**config.mk**
```make
export PLATFORM = sky130hd
export DESIGN_NAME = tiny_dm_cache
export DESIGN_NICKNAME = d
export VERILOG_FILES = /design/src/rtl/dmc_pkg.sv /design/src/rtl/dmc_init_seq.sv /design/src/rtl/dmc_store.sv /design/src/rtl/dmc_resp.sv /design/src/rtl/tiny_dm_cache.sv
export SDC_FILE = /design/constraint.sdc
export NUM_CORES = 1
export LEC_CHECK = 0
export ABC_AREA = 1
export BUFFER_PORTS_ARGS = -buffer_cell sky130_fd_sc_hd__buf_4
export CAP_MARGIN = 10
export CORE_MARGIN = 3
export CORE_UTILIZATION = 55
export CTS_CLUSTER_DIAMETER = 30
export DETAILED_ROUTE_END_ITERATION = 10
export PLACE_DENSITY = 0.81
export SLEW_MARGIN = 30
export SYNTH_ARGS = -nofsm -noshare
export SYNTH_HDL_FRONTEND = slang
export SYNTH_SLANG_ARGS = --single-unit
```
**constraint.sdc**
```tcl
create_clock -name clk -period 3.1 [get_ports clk]
set_input_delay 0.31 -clock clk [delete_from_list [all_inputs] [get_ports clk]]
set_output_delay 0.31 -clock clk [all_outputs]
set_load 0.01 [all_outputs]
```
**src/rtl/dmc_pkg.sv**
```systemverilog
package dmc_pkg;
  localparam int LANES = 2;
  typedef enum logic {BEAT_ADDR = 1'b0, BEAT_DATA = 1'b1} beat_e;
endpackage

```
**src/rtl/dmc_init_seq.sv**
```systemverilog
module dmc_init_seq #(
  parameter int LINES = 16,
  localparam int IDX_W = $clog2(LINES)
) (
  input  logic             clk,
  input  logic             init_n,
  output logic             busy,
  output logic [IDX_W-1:0] ptr
);
  always_ff @(posedge clk or negedge init_n) begin
    if (!init_n) begin
      busy <= 1'b1;
      ptr  <= '0;
    end else if (busy) begin
      ptr <= ptr + 1'b1;
      if (ptr == IDX_W'(LINES - 1)) busy <= 1'b0;
    end
  end

  assert_sweep_wraps_R1: assert property (@(posedge clk) disable iff (!init_n)
    $fell(busy) |-> ptr == '0);
endmodule

```
**src/rtl/dmc_store.sv**
```systemverilog
module dmc_store #(
  parameter int LINES  = 16,
  parameter int TAG_W  = 2,
  parameter int DATA_W = 8,
  localparam int IDX_W = $clog2(LINES)
) (
  input  logic                                    clk,
  input  logic                                    init_n,
  input  logic                                    sweep_we,
  input  logic [IDX_W-1:0]                        sweep_idx,
  input  logic                                    wr_en,
  input  logic [IDX_W-1:0]                        line_idx,
  input  logic                                    byte_off,
  input  logic [TAG_W-1:0]                        wr_tag,
  input  logic [DATA_W-1:0]                       wr_byte,
  output logic [TAG_W-1:0]                        rd_tag,
  output logic [dmc_pkg::LANES-1:0][DATA_W-1:0]   rd_bytes
);
  logic [TAG_W-1:0] tag_mem [LINES];

  always_ff @(posedge clk) begin
    if (sweep_we)   tag_mem[sweep_idx] <= '1;
    else if (wr_en) tag_mem[line_idx]  <= wr_tag;
  end
  assign rd_tag = tag_mem[line_idx];

  for (genvar g = 0; g < dmc_pkg::LANES; g++) begin : g_lane
    logic [DATA_W-1:0] lane_mem [LINES];
    always_ff @(posedge clk) begin
      if (sweep_we)
        lane_mem[sweep_idx] <= '1;
      else if (wr_en && (byte_off == 1'(g)))
        lane_mem[line_idx] <= wr_byte;
    end
    assign rd_bytes[g] = lane_mem[line_idx];
  end

  assert_one_writer_R9: assert property (@(posedge clk) disable iff (!init_n)
    $onehot0({sweep_we, wr_en}));
endmodule

```
**src/rtl/dmc_resp.sv**
```systemverilog
module dmc_resp #(
  parameter int DATA_W = 8
) (
  input  logic              clk,
  input  logic              init_n,
  input  logic              take,
  input  logic              hit_in,
  input  logic [DATA_W-1:0] byte_in,
  input  logic              rsp_ready,
  output logic              rsp_valid,
  output logic [DATA_W-1:0] rsp_data,
  output logic              rsp_hit,
  output logic              rsp_miss
);
  always_ff @(posedge clk or negedge init_n) begin
    if (!init_n) begin
      rsp_valid <= 1'b0;
      rsp_hit   <= 1'b0;
      rsp_miss  <= 1'b0;
      rsp_data  <= '0;
    end else if (take) begin
      rsp_valid <= 1'b1;
      rsp_hit   <= hit_in;
      rsp_miss  <= !hit_in;
      rsp_data  <= hit_in ? byte_in : '0;
    end else if (rsp_ready) begin
      rsp_valid <= 1'b0;
      rsp_hit   <= 1'b0;
      rsp_miss  <= 1'b0;
    end
  end

  assert_hold_stable_R8: assert property (@(posedge clk) disable iff (!init_n)
    rsp_valid && !rsp_ready |=> rsp_valid && $stable(rsp_data) && $stable(rsp_hit));
  assert_hit_xor_miss_R4: assert property (@(posedge clk) disable iff (!init_n)
    rsp_valid |-> (rsp_hit ^ rsp_miss));
  assert_miss_zero_R4: assert property (@(posedge clk) disable iff (!init_n)
    rsp_valid && rsp_miss |-> rsp_data == '0);
endmodule

```
**src/rtl/tiny_dm_cache.sv**
```systemverilog
module tiny_dm_cache #(
  parameter int LINES  = 16,
  parameter int ADDR_W = 7,
  parameter int DATA_W = 8,
  localparam int IDX_W = $clog2(LINES),
  localparam int TAG_W = ADDR_W - 1 - IDX_W
) (
  input  logic              clk,
  input  logic              init_n,
  input  logic              in_valid,
  output logic              in_ready,
  input  logic              in_sel_data,
  input  logic              in_rd,
  input  logic [DATA_W-1:0] in_bus,
  output logic              rsp_valid,
  input  logic              rsp_ready,
  output logic [DATA_W-1:0] rsp_data,
  output logic              rsp_hit,
  output logic              rsp_miss,
  output logic              busy
);
  import dmc_pkg::*;

  logic [IDX_W-1:0]            sweep_ptr;
  logic [ADDR_W-1:0]           addr_q, look_addr;
  logic                        accept, is_data, rd_take, wr_en;
  logic [TAG_W-1:0]            stored_tag;
  logic [LANES-1:0][DATA_W-1:0] line_bytes;

  dmc_init_seq #(.LINES(LINES)) u_seq (
    .clk(clk), .init_n(init_n), .busy(busy), .ptr(sweep_ptr)
  );

  assign in_ready = !busy && (!rsp_valid || rsp_ready);
  assign accept   = in_valid && in_ready;
  assign is_data  = (beat_e'(in_sel_data) == BEAT_DATA);

  always_ff @(posedge clk or negedge init_n) begin
    if (!init_n)                addr_q <= '0;
    else if (accept && !is_data) addr_q <= in_bus[ADDR_W-1:0];
  end

  assign look_addr = is_data ? addr_q : in_bus[ADDR_W-1:0];
  assign rd_take   = accept && in_rd;
  assign wr_en     = accept && is_data && !in_rd;

  dmc_store #(.LINES(LINES), .TAG_W(TAG_W), .DATA_W(DATA_W)) u_store (
    .clk(clk), .init_n(init_n),
    .sweep_we(busy), .sweep_idx(sweep_ptr),
    .wr_en(wr_en), .line_idx(look_addr[IDX_W:1]), .byte_off(look_addr[0]),
    .wr_tag(look_addr[ADDR_W-1:IDX_W+1]), .wr_byte(in_bus),
    .rd_tag(stored_tag), .rd_bytes(line_bytes)
  );

  dmc_resp #(.DATA_W(DATA_W)) u_resp (
    .clk(clk), .init_n(init_n), .take(rd_take),
    .hit_in(stored_tag == look_addr[ADDR_W-1:IDX_W+1]),
    .byte_in(line_bytes[look_addr[0]]),
    .rsp_ready(rsp_ready), .rsp_valid(rsp_valid), .rsp_data(rsp_data),
    .rsp_hit(rsp_hit), .rsp_miss(rsp_miss)
  );

  assert_no_rsp_after_busy_R9: assert property (@(posedge clk) disable iff (!init_n)
    $rose(rsp_valid) |-> !$past(busy));
endmodule

```
### Word-level counts from Yosys, hierarchy flattened

Memories as Yosys holds them, arrays and structs flattened.
Cells that the tools add are included.

* word-level logic and storage cells: 63
* memories kept: 3
* flip-flop bits (word level): 23
* output and inout bits: 13
* RAM bits: 288

Memory list
* u_store.g_lane[0].lane_mem: depth 16, width 8, read ports 1, clocked after memory_dff 0, wr ports 1, RTL line dmc_store.sv:28 `logic [DATA_W-1:0] lane_mem [LINES];`
* u_store.g_lane[1].lane_mem: depth 16, width 8, read ports 1, clocked after memory_dff 0, wr ports 1, RTL line dmc_store.sv:28
* u_store.tag_mem: depth 16, width 2, read ports 1, clocked after memory_dff 0, wr ports 1, RTL line dmc_store.sv:19 `logic [TAG_W-1:0] tag_mem [LINES];`

* $lt $le $gt $ge: 1
* reductions and logical operators: 18
* muxes and demuxes: 30
* equality and inequality tests: 2
* add/subtract/negate cells: 1
* bitwise operators: 1

Operators with widths (count)
* two-way mux 8 bit: 5
* two-way mux 1 bit: 20
* OR reduction 8 bit: 2
* two-way mux 4 bit: 3
* logical AND 1 bit: 8
* two-way mux 7 bit: 1
* zero test 1 bit: 5
* adder 4 x 1 -> 4 bit (second input constant): 1
* equality test 4 bit (second input constant): 1
* equality test 2 bit: 1
* less-than comparator 1 x 2 -> 1 bit (second input constant): 1
* two-way mux 2 bit: 1
* nonzero test 2 bit: 1
* OR reduction 2 bit: 1
* logical OR 1 bit: 1
* NOT 1 bit: 1

### Longest topological paths before layout

Gate-level depths: netlist (run 1).

* depth in word-level cells: 12
* mapped depth: 15
* depth with buffers taken out: 13

### Hierarchy

Synthesis (run 1) repeated with hierarchy kept, for this count alone.

* cells, all modules: 1504
* area total of the unflattened synthesis: 14380.0 um^2

Modules (own cells, without submodules)
* dmc_store: area each 13087.6 um^2, instances 1, sequential area each 8648.3 um^2, cells each 1337
* tiny_dm_cache: area each 624.3 um^2, instances 1, sequential area each 175.2 um^2, cells each 94
* dmc_resp: area each 441.7 um^2, instances 1, sequential area each 275.3 um^2, cells each 48
* dmc_init_seq: area each 226.5 um^2, instances 1, sequential area each 126.4 um^2, cells each 25

### Worst setup path before layout (run 1)

Ideal clock, no wire load.

* path kind: reg2reg
* start point: register u_seq.busy
* end point: memory u_store.g_lane[0].lane_mem[13][0] (enable)
* setup slack: 0.560 ns
* period minus slack after synthesis: 2.540 ns
* arrival time: 2.157 ns
* stages on the path, launching flop included: 9
* library setup time: 0.383 ns
* required time: 2.717 ns
* cells stage by stage: dfstp_2 > buf_6 > a21oi_4 > nand2_2 > nor3_4 > nand2_4 > o21ai_2 > inv_2 > nor3_1

* longest elaborated chain between the ends: 11
* elaborated cells on any way between the ends: 14
* classes of those cells: 7 x mux; 7 x reduce/logical

Ends and longest elaborated chain
* start: declaration: RTL line dmc_init_seq.sv:7 `output logic busy,`
* start signal: assignment: RTL line dmc_init_seq.sv:12 `busy <= 1'b1;`
* start signal: assignment: RTL line dmc_init_seq.sv:16 `if (ptr == IDX_W'(LINES - 1)) busy <= 1'b0;`
* zero test 1 bit (*): RTL line tiny_dm_cache.sv:34 `assign in_ready = !busy && (!rsp_valid || rsp_ready);`
* logical AND 1 bit (*): RTL line tiny_dm_cache.sv:34
* net in_ready: RTL line tiny_dm_cache.sv:11 `output logic in_ready,`
* logical AND 1 bit (*): RTL line tiny_dm_cache.sv:35 `assign accept = in_valid && in_ready;`
* logical AND 1 bit (*) (2 in a row): RTL line tiny_dm_cache.sv:45 `assign wr_en = accept && is_data && !in_rd;`
* logical AND 1 bit (*): RTL line dmc_store.sv:32 `else if (wr_en && (byte_off == 1'(g)))`
* two-way mux 1 bit (*): RTL line dmc_store.sv:32
* two-way mux 1 bit (*): RTL line dmc_store.sv:30 `if (sweep_we)`
* two-way mux 1 bit (not written as such) (*): RTL line dmc_store.sv:33 `lane_mem[line_idx] <= wr_byte;`
* OR reduction 8 bit (no source line)
* two-way mux 4 bit (no source line) or two-way mux 1 bit (tied branches)
* end: declaration: RTL line dmc_store.sv:28

Mark *: on every way through the listed nets, which the timed path passes. The rest lies on a longest branch.

### Worst setup path after layout (run 1)

* start point: register u_seq.busy
* end point: memory u_store.g_lane[0].lane_mem[10][7] (enable)

* longest elaborated chain between the ends: 11
* elaborated cells on any way between the ends: 14
* classes of those cells: 7 x mux; 7 x reduce/logical

Ends and longest elaborated chain (RTL line)
* zero test 1 bit: tiny_dm_cache.sv:34
* logical AND 1 bit: tiny_dm_cache.sv:34
* logical AND 1 bit: tiny_dm_cache.sv:35
* logical AND 1 bit (2 in a row): tiny_dm_cache.sv:45
* logical AND 1 bit: dmc_store.sv:32
* two-way mux 1 bit: dmc_store.sv:32
* two-way mux 1 bit: dmc_store.sv:30
* two-way mux 1 bit (not written as such): dmc_store.sv:33
* OR reduction 8 bit (no source line)
* two-way mux 4 bit (no source line) or two-way mux 1 bit (tied branches)

Several ways; a longest one is shown, not always the timed one.

==> flow_summary.toml, run 1 <==
[detailed_routing]
post_drt_via_cell_ratio = 5.982
drt-initial-drc-count = 1533
detail_route.wirelength_mm = 33.53
num_vias = 9805
dr_wl_cell_um = 20.46
detail_route.first_pass.iterations = 6
detailed_route_drc_error_count = 0
detail-route-antenna-nets = 0

[die]
fp.dieW_um = 161.9
floorplan.rows = 56
core_mm2 = 0.02368
io_pins = 27
floorplan.initialDensity = 0.5645
die_area_mm2 = 0.02621
die_y_um = 161.9

[pwr]
power-per-cell-area_mw_per_mm2 = 722.8
power.internal_mw = 8.626
p_leak_nw = 6.210
clock_power_share = 0.499
sequentialPowerShare = 0.408
power_switching_share = 0.2423
power.net_switching_mw = 2.759
vdd_ir_drop_max_mv = 0.7269
combinationalPowerShare = 0.093
totalPowerFinal_mw = 11.38

[clocking]
numCtsBuffers = 52
clk-insertion-delay-late_ns = 0.55
cts.htree.levels = 2
cts.clk_slew.worst_paths_ns = 0.05
clock_path_buffers = 3
postCtsHoldBufs = 1
cts_tree = "yes"
cts_resizes = 0
cts_setup_buffers = 0
clock_root_buffer = "sky130_fd_sc_hd__clkbuf_16"
numClockSinks = 311

[run_status]
run_status = "completed"

[synthesis]
synthMuxAreaShare = 0
synth_cells = 1217
synthesis.yosys.warnings = 0
synth_compound_area_frac = 0.01900
post_synth_most_frequent_cells = "387 x sky130_fd_sc_hd__nand2_1, 288 x sky130_fd_sc_hd__edfxtp_1, 281 x sky130_fd_sc_hd__nand3_1"
yosys.area_share.adder = 0.0009360
synth-simple-area-share = 0.2414
synthMostInstantiatedCell = "sky130_fd_sc_hd__nand2_1"
yosysSeqAreaShare = 0.6901
synth_top_family_by_area = "simple AND/OR/NAND/NOR gates"
synth.cell_area_mm2 = 0.01337
synth_enable_flop_cells = 288
number_of_distinct_library_cell_variants_in_the_gate_level_netlist_after_synthesis = 35
synth_flop_cell = "sky130_fd_sc_hd__edfxtp_1"
synth_top_area_share = 0.6469
synth.avg_cell_area_um2 = 10.98
synth_xor_area_frac = 0.001966
ys_async_sr_fraction = 0.07395
synth_seq_cells = 311
synthesis.nets = 1232
synth.largest_area_cell = "sky130_fd_sc_hd__edfxtp_1"
synth.area.top_cells = "sky130_fd_sc_hd__edfxtp_1 65%, sky130_fd_sc_hd__nand2_1 11%, sky130_fd_sc_hd__nand3_1 11%"

[flow_run]
max_cap_viol_count = 0

[global_routing]
grtUsageTotal = 0.2566
antenna_found_initial = 0
total_global_routing_overflow = 0
grt_pass1_wl_mm = 52.05
grt_max_degree = 99
grt_pass1_vias = 9544

[sta]
finalCritPeriodShare = 0.8866
max_freq_ghz = 0.3638
timing.clock.skew_ns = 0.02370
final-setup-viol-count = 0
total_negative_slack_ns = 0
worst-slew-pin-transition_ns = 0.9860
timing.final.max_slew_violations = 0
grt_setup_unrepaired = "false"
timing.final.hold_violations = 0
finalWorstPathRequiredPeriod_ns = 2.749
slew_headroom = 0.3402

[setup_path]
kind_of_start_point_of_the_critical_path = "flip-flop"
crit_path_end_kind = "flip-flop"
worstReg2RegStart = "u_seq.busy"
crit_start = "u_seq.busy"
critical_path.endpoint = "u_store.g_lane[0].lane_mem[10][7]"
criticalPathCategory = "reg2reg"
crit_fanout = 12
worst_r2r_endpoint = "u_store.g_lane[0].lane_mem[10][7]"
count_of_cells_along_the_worst_register_to_register_path = 10
worst-r2r-setup-slack_ns = 0.35
critPathRequiredTime_ns = 3.27
worst_ep_arrival_time_ns = 2.92

[placed_design]
post-dp-hpwl_mm = 20.10
total_of_buffers_placed_on_input_and_output_ports = 26
rd_place_congestion = 0.8945
post_dp_cell_area_mm2 = 0.01400
placed_cells_incl_taps = 1543

[layout]
antenna_cells = 0
syn2layout_area_growth_pct = 17.83
layout.cell_area.non_filler_mm2 = 0.01575
num-nets-final = 1294
fin_cells = 1639
drive_above_1_share = 0.1379
fin_util = 0.6651

[min_path]
min-delay-path-class = "in2reg"
timing.hold.worst_path_depth = 3
-- stage by stage --
stage,setup slack [ns],hold slack [ns]
floorplan,0.5599,0.01441
global placement,0.4913,0.2215
detailed placement,0.3694,0.2206
CTS,0.3972,0.01087
global route,0.2267,0.01986
finish,0.3514,0.01637
-- how the worst min path moves through the flow --
stage                                 to  slack [ns]       from
after floorplan                addr_q[0]        0.01     init_n
after global routing           addr_q[1]        0.02  in_bus[1]
after global placement    u_resp.rsp_hit        0.22     init_n
final                          addr_q[5]        0.02  in_bus[5]
after detailed placement  u_resp.rsp_hit        0.22     init_n
after CTS                      addr_q[5]        0.01  in_bus[5]
-- worst max-delay path, cell delays in order (launching register included) --
cell and delay (ns):
sky130_fd_sc_hd__dfstp_2 0.65, sky130_fd_sc_hd__a21oi_4 0.06, sky130_fd_sc_hd__nand2_2 0.09, sky130_fd_sc_hd__nor3_4 0.05, sky130_fd_sc_hd__buf_4 0.18, sky130_fd_sc_hd__nand2_4 0.14, sky130_fd_sc_hd__inv_4 0.08, sky130_fd_sc_hd__or2_4 0.25
sky130_fd_sc_hd__o21ai_4 0.10, sky130_fd_sc_hd__nand3_1 0.15, sky130_fd_sc_hd__nor2_1 0.60
-- cells in the final DEF, fill, tap and decap left out, drive strengths merged --
cell type	instances
buf	70
nand3	284
nand3b	3
or2	2
dlygate4sd3	1
nor3	13
xor2	3
nand4	1
a21oi	1
o21a	1
bufinv	7
dfstp	1
ha	1
nor2	39
edfxtp	288
inv	75
clkbuf	59
clkinv	17
nand2	394
clkinvlp	4
o211ai	5
a21boi	1
dfrtp	22
o21ai	28
-- power by group through the flow --
stage / combinational (mW) / clock (mW) / sequential, mW
2_1_floorplan: 0.682 / 0 / 4.71
3_3_place_gp: 1.00 / 0 / 4.72
3_5_place_dp: 1.02 / 0 / 4.72
4_1_cts: 1.04 / 5.70 / 4.64
5_1_grt: 1.14 / 5.90 / 4.64
6_report: 1.06 / 5.68 / 4.64
-- flip-flops by register name, indices dropped and copies added, names as in the netlist --
name                     flops
u_seq.ptr                    4
u_resp.rsp_hit               1
u_store.g_lane.lane_mem    256
u_resp.rsp_valid             1
u_store.tag_mem             32
u_resp.rsp_data              8
u_resp.rsp_miss              1
u_seq.busy                   1
addr_q                       7
-- metal layers --
| layer | wire length [µm] | share of wire | global-route usage | up-vias |
|---|---|---|---|---|
| li1 | - | - | - | 4347 |
| met5 | 30 | 0.00089 | 0.009470 | - |
| met4 | 1350 | 0.040 | 0.1055 | 2 |
| met2 | 16030 | 0.48 | 0.4131 | 664 |
| met1 | 12520 | 0.37 | 0.3413 | 4666 |
| met3 | 3597 | 0.11 | 0.05738 | 126 |
-- cell families (layout without fill, tap and decap cells) --
kind of cell | count (synthesis) | after routing
xor+xnor | 3 | 3
compound gates | 36 | 36
simple gates | 736 | 736
flops | 311 | 311
buf+inv | 130 | 233
fa+ha+maj | 1 | 1
-- layout make-up --
class	instances	area [µm²]
clock inverters	36	394.1
clock buffers	59	1349
flip-flops and latches	311	9225
well taps	319	399.1
repair buffers	71	573.1
fillers	1648	7931
multi-input cells	776	3552
inverters	67	259.0
No activity file was read; power rests on OpenSTA's default activity.
==> inputs of run 2 (changes only) <==
--- a/config.mk
+++ b/config.mk
@@ -14,4 +14,5 @@
 export DETAILED_ROUTE_END_ITERATION = 10
 export PLACE_DENSITY = 0.81
+export SKIP_LAST_GASP = 1
 export SLEW_MARGIN = 30
 export SYNTH_ARGS = -nofsm -noshare
==> constraint.sdc (replaced) <==
create_clock -name clk -period 3.1 [get_ports clk]
set_input_delay 0.93 -clock clk [delete_from_list [all_inputs] [get_ports clk]]
set_output_delay 0.93 -clock clk [all_outputs]
set_load 0.01 [all_outputs]
==> run 2 against run 1 <==
- global-route usage is 1.1 points lower
- final cell count is 2.0% higher
- die area stayed put
- routed wire length is 5.5% lower
- fmax is 6.4% higher
- non-clock buffer count is 31 higher
- largest power group unchanged
==> flow_summary.toml, run 2 (synthesis results as in run 1) <==
[layout]
layout_top_registers = "u_store.g_lane.lane_mem: 256 flops, u_store.tag_mem: 32 flops, u_resp.rsp_data: 8 flops"
num-nets-final = 1326
most_common_cell_after_layout_fill_and_taps_aside = "sky130_fd_sc_hd__nand2_1"
registers.top_by_ff_count = "u_store.g_lane.lane_mem"
final_cell_mix = "387 x sky130_fd_sc_hd__nand2_1, 288 x sky130_fd_sc_hd__edfxtp_1, 281 x sky130_fd_sc_hd__nand3_1"
max_reg_flops = 256
fin_cells = 1672
drive_above_1_share = 0.1656
syn2layout_area_growth_pct = 20.59
antenna_cells = 0

[pwr]
power-per-cell-area_mw_per_mm2 = 714.9
clock_power_share = 0.502
totalPowerFinal_mw = 11.53
power_switching_share = 0.2414
combinationalPowerShare = 0.097
p_leak_nw = 6.400
sequentialPowerShare = 0.402
power.internal_mw = 8.742
vdd_ir_drop_max_mv = 0.5100
power.net_switching_mw = 2.783

[clocking]
cts_resizes = 0
clock_root_buffer = "sky130_fd_sc_hd__clkbuf_16"
numClockSinks = 311
cts_tree = "yes"
clock_path_buffers = 3
cts_setup_buffers = 0
cts.clk_slew.worst_paths_ns = 0.05
postCtsHoldBufs = 0
cts.htree.levels = 2
clk-insertion-delay-late_ns = 0.55
numCtsBuffers = 53

[sta]
total_negative_slack_ns = 0
finalCritPeriodShare = 0.8332
slew_headroom = 0.4703
finalWorstPathRequiredPeriod_ns = 2.583
final-setup-viol-count = 0
timing.final.max_slew_violations = 0
max_freq_ghz = 0.3872
timing.clock.skew_ns = 0.02209
timing.final.hold_violations = 0
worst-slew-pin-transition_ns = 0.7915
grt_setup_unrepaired = "false"

[detailed_routing]
detailed_route_drc_error_count = 0
drt-initial-drc-count = 943
num_vias = 9498
detail-route-antenna-nets = 0
post_drt_via_cell_ratio = 5.681
dr_wl_cell_um = 18.96
detail_route.wirelength_mm = 31.70
detail_route.first_pass.iterations = 6

[placed_design]
rd_place_congestion = 0.9280
total_of_buffers_placed_on_input_and_output_ports = 26
placed_cells_incl_taps = 1575
post-dp-hpwl_mm = 19.93

[setup_path]
crit_fanout = 10
crit_path_end_kind = "flip-flop"
crit_start = "rsp_ready"
worst_ep_arrival_time_ns = 2.82
cp_slowest_stage_delay_ns = 0.40
worstReg2RegStart = "u_resp.rsp_valid"
worstPathCellList = "buf_4, inv_1, a21oi_4, nand2_2, nor3_4, nand2_4, o21ai_0, nand2_1, nor2_1, buf_4"
critPathRequiredTime_ns = 3.34
criticalPathCategory = "in2reg"
timing.critical_path.slowest_stage_cell = "sky130_fd_sc_hd__o21ai_0"
kind_of_start_point_of_the_critical_path = "primary input"
worst_path_most_repeated_cell = "sky130_fd_sc_hd__buf_4"

[global_routing]
grt_pass1_wl_mm = 49.92
total_global_routing_overflow = 0
grt_max_degree = 58
grt_pass1_vias = 9352
grtUsageTotal = 0.2459
antenna_found_initial = 0

[flow_run]
max_cap_viol_count = 0

[die]
die_y_um = 161.9
core_mm2 = 0.02368
die_area_mm2 = 0.02621
fp.dieW_um = 161.9
floorplan.rows = 56
io_pins = 27
floorplan.initialDensity = 0.5645

[run_status]
run_status = "completed"

[min_path]
min-delay-path-class = "in2async"
## run 2: cell types whose count changed in the layout (fill, tap and decap cells not counted), sizes merged
cell / change
buf: +32
clkbuf: -4
dlygate4sd3: -1
clkinvlp: +6
## run 2: final cells by class
type / count / area [µm²]
Fill cell: 1650 / 7562
Sequential cell: 311 / 9225
Multi-Input combinational cell: 776 / 3552
Tap cell: 319 / 399.1
Timing Repair Buffer: 102 / 878.3
Clock buffer: 55 / 1355
Inverter: 67 / 259.0
Clock inverter: 42 / 451.7
## run 2: stage by stage
stage / cell area, µm² / hold WS, ns / setup WS [ns] / utilization
2_1_floorplan: 13370 / 0.4645 / 0.04325 / -
3_3_place_gp: 14310 / 0.4668 / 0.08602 / 0.6044
3_5_place_dp: 14310 / 0.4718 / 0.07856 / 0.6044
4_1_cts: 16120 / 0.2681 / 0.5946 / 0.6807
5_1_grt: 16120 / 0.2728 / 0.3752 / 0.6807
6_report: 16120 / 0.2639 / 0.5172 / 0.6807
## run 2: routing by layer
metal	GRT usage	routed length [µm]	vias up
met5	0	0	-
li1	-	-	4412
met1	0.3263	12310	4524
met3	0.04463	2708	85
met2	0.4022	15460	477
met4	0.1074	1228	0
## run 2: critical path: cells and delay by family
| family | cells | cell delay, ns |
|---|---|---|
| and+or+nand+nor | 5 | 0.95 |
| AOI/OAI and AO/OA | 2 | 0.58 |
| buffers and inverters | 3 | 0.35 |
## run 2: worst paths after layout
path / to / slack, ns / cells after the start
worst max-delay path: u_store.g_lane[1].lane_mem[0][5] / 0.52 / 10
worst max register to register: u_store.g_lane[1].lane_mem[0][5] / 0.63 / 8
worst min register to register: u_resp.rsp_data[6] / 0.48 / 2
max in group asynchronous: u_seq.busy / 2.54 / 1
min in group clk: u_resp.rsp_data[6] / 0.48 / 2
worst min-delay path: u_resp.rsp_data[3] / 0.26 / 1
## run 2: power by group through the flow
stage	Clock, mW	Sequential, mW	Combinational [mW]
floorplan	0	4.71	0.682
global placement	0	4.70	1.06
detailed placement	0	4.71	1.09
CTS	5.83	4.63	1.10
global route	6.04	4.63	1.20
finish	5.78	4.63	1.11
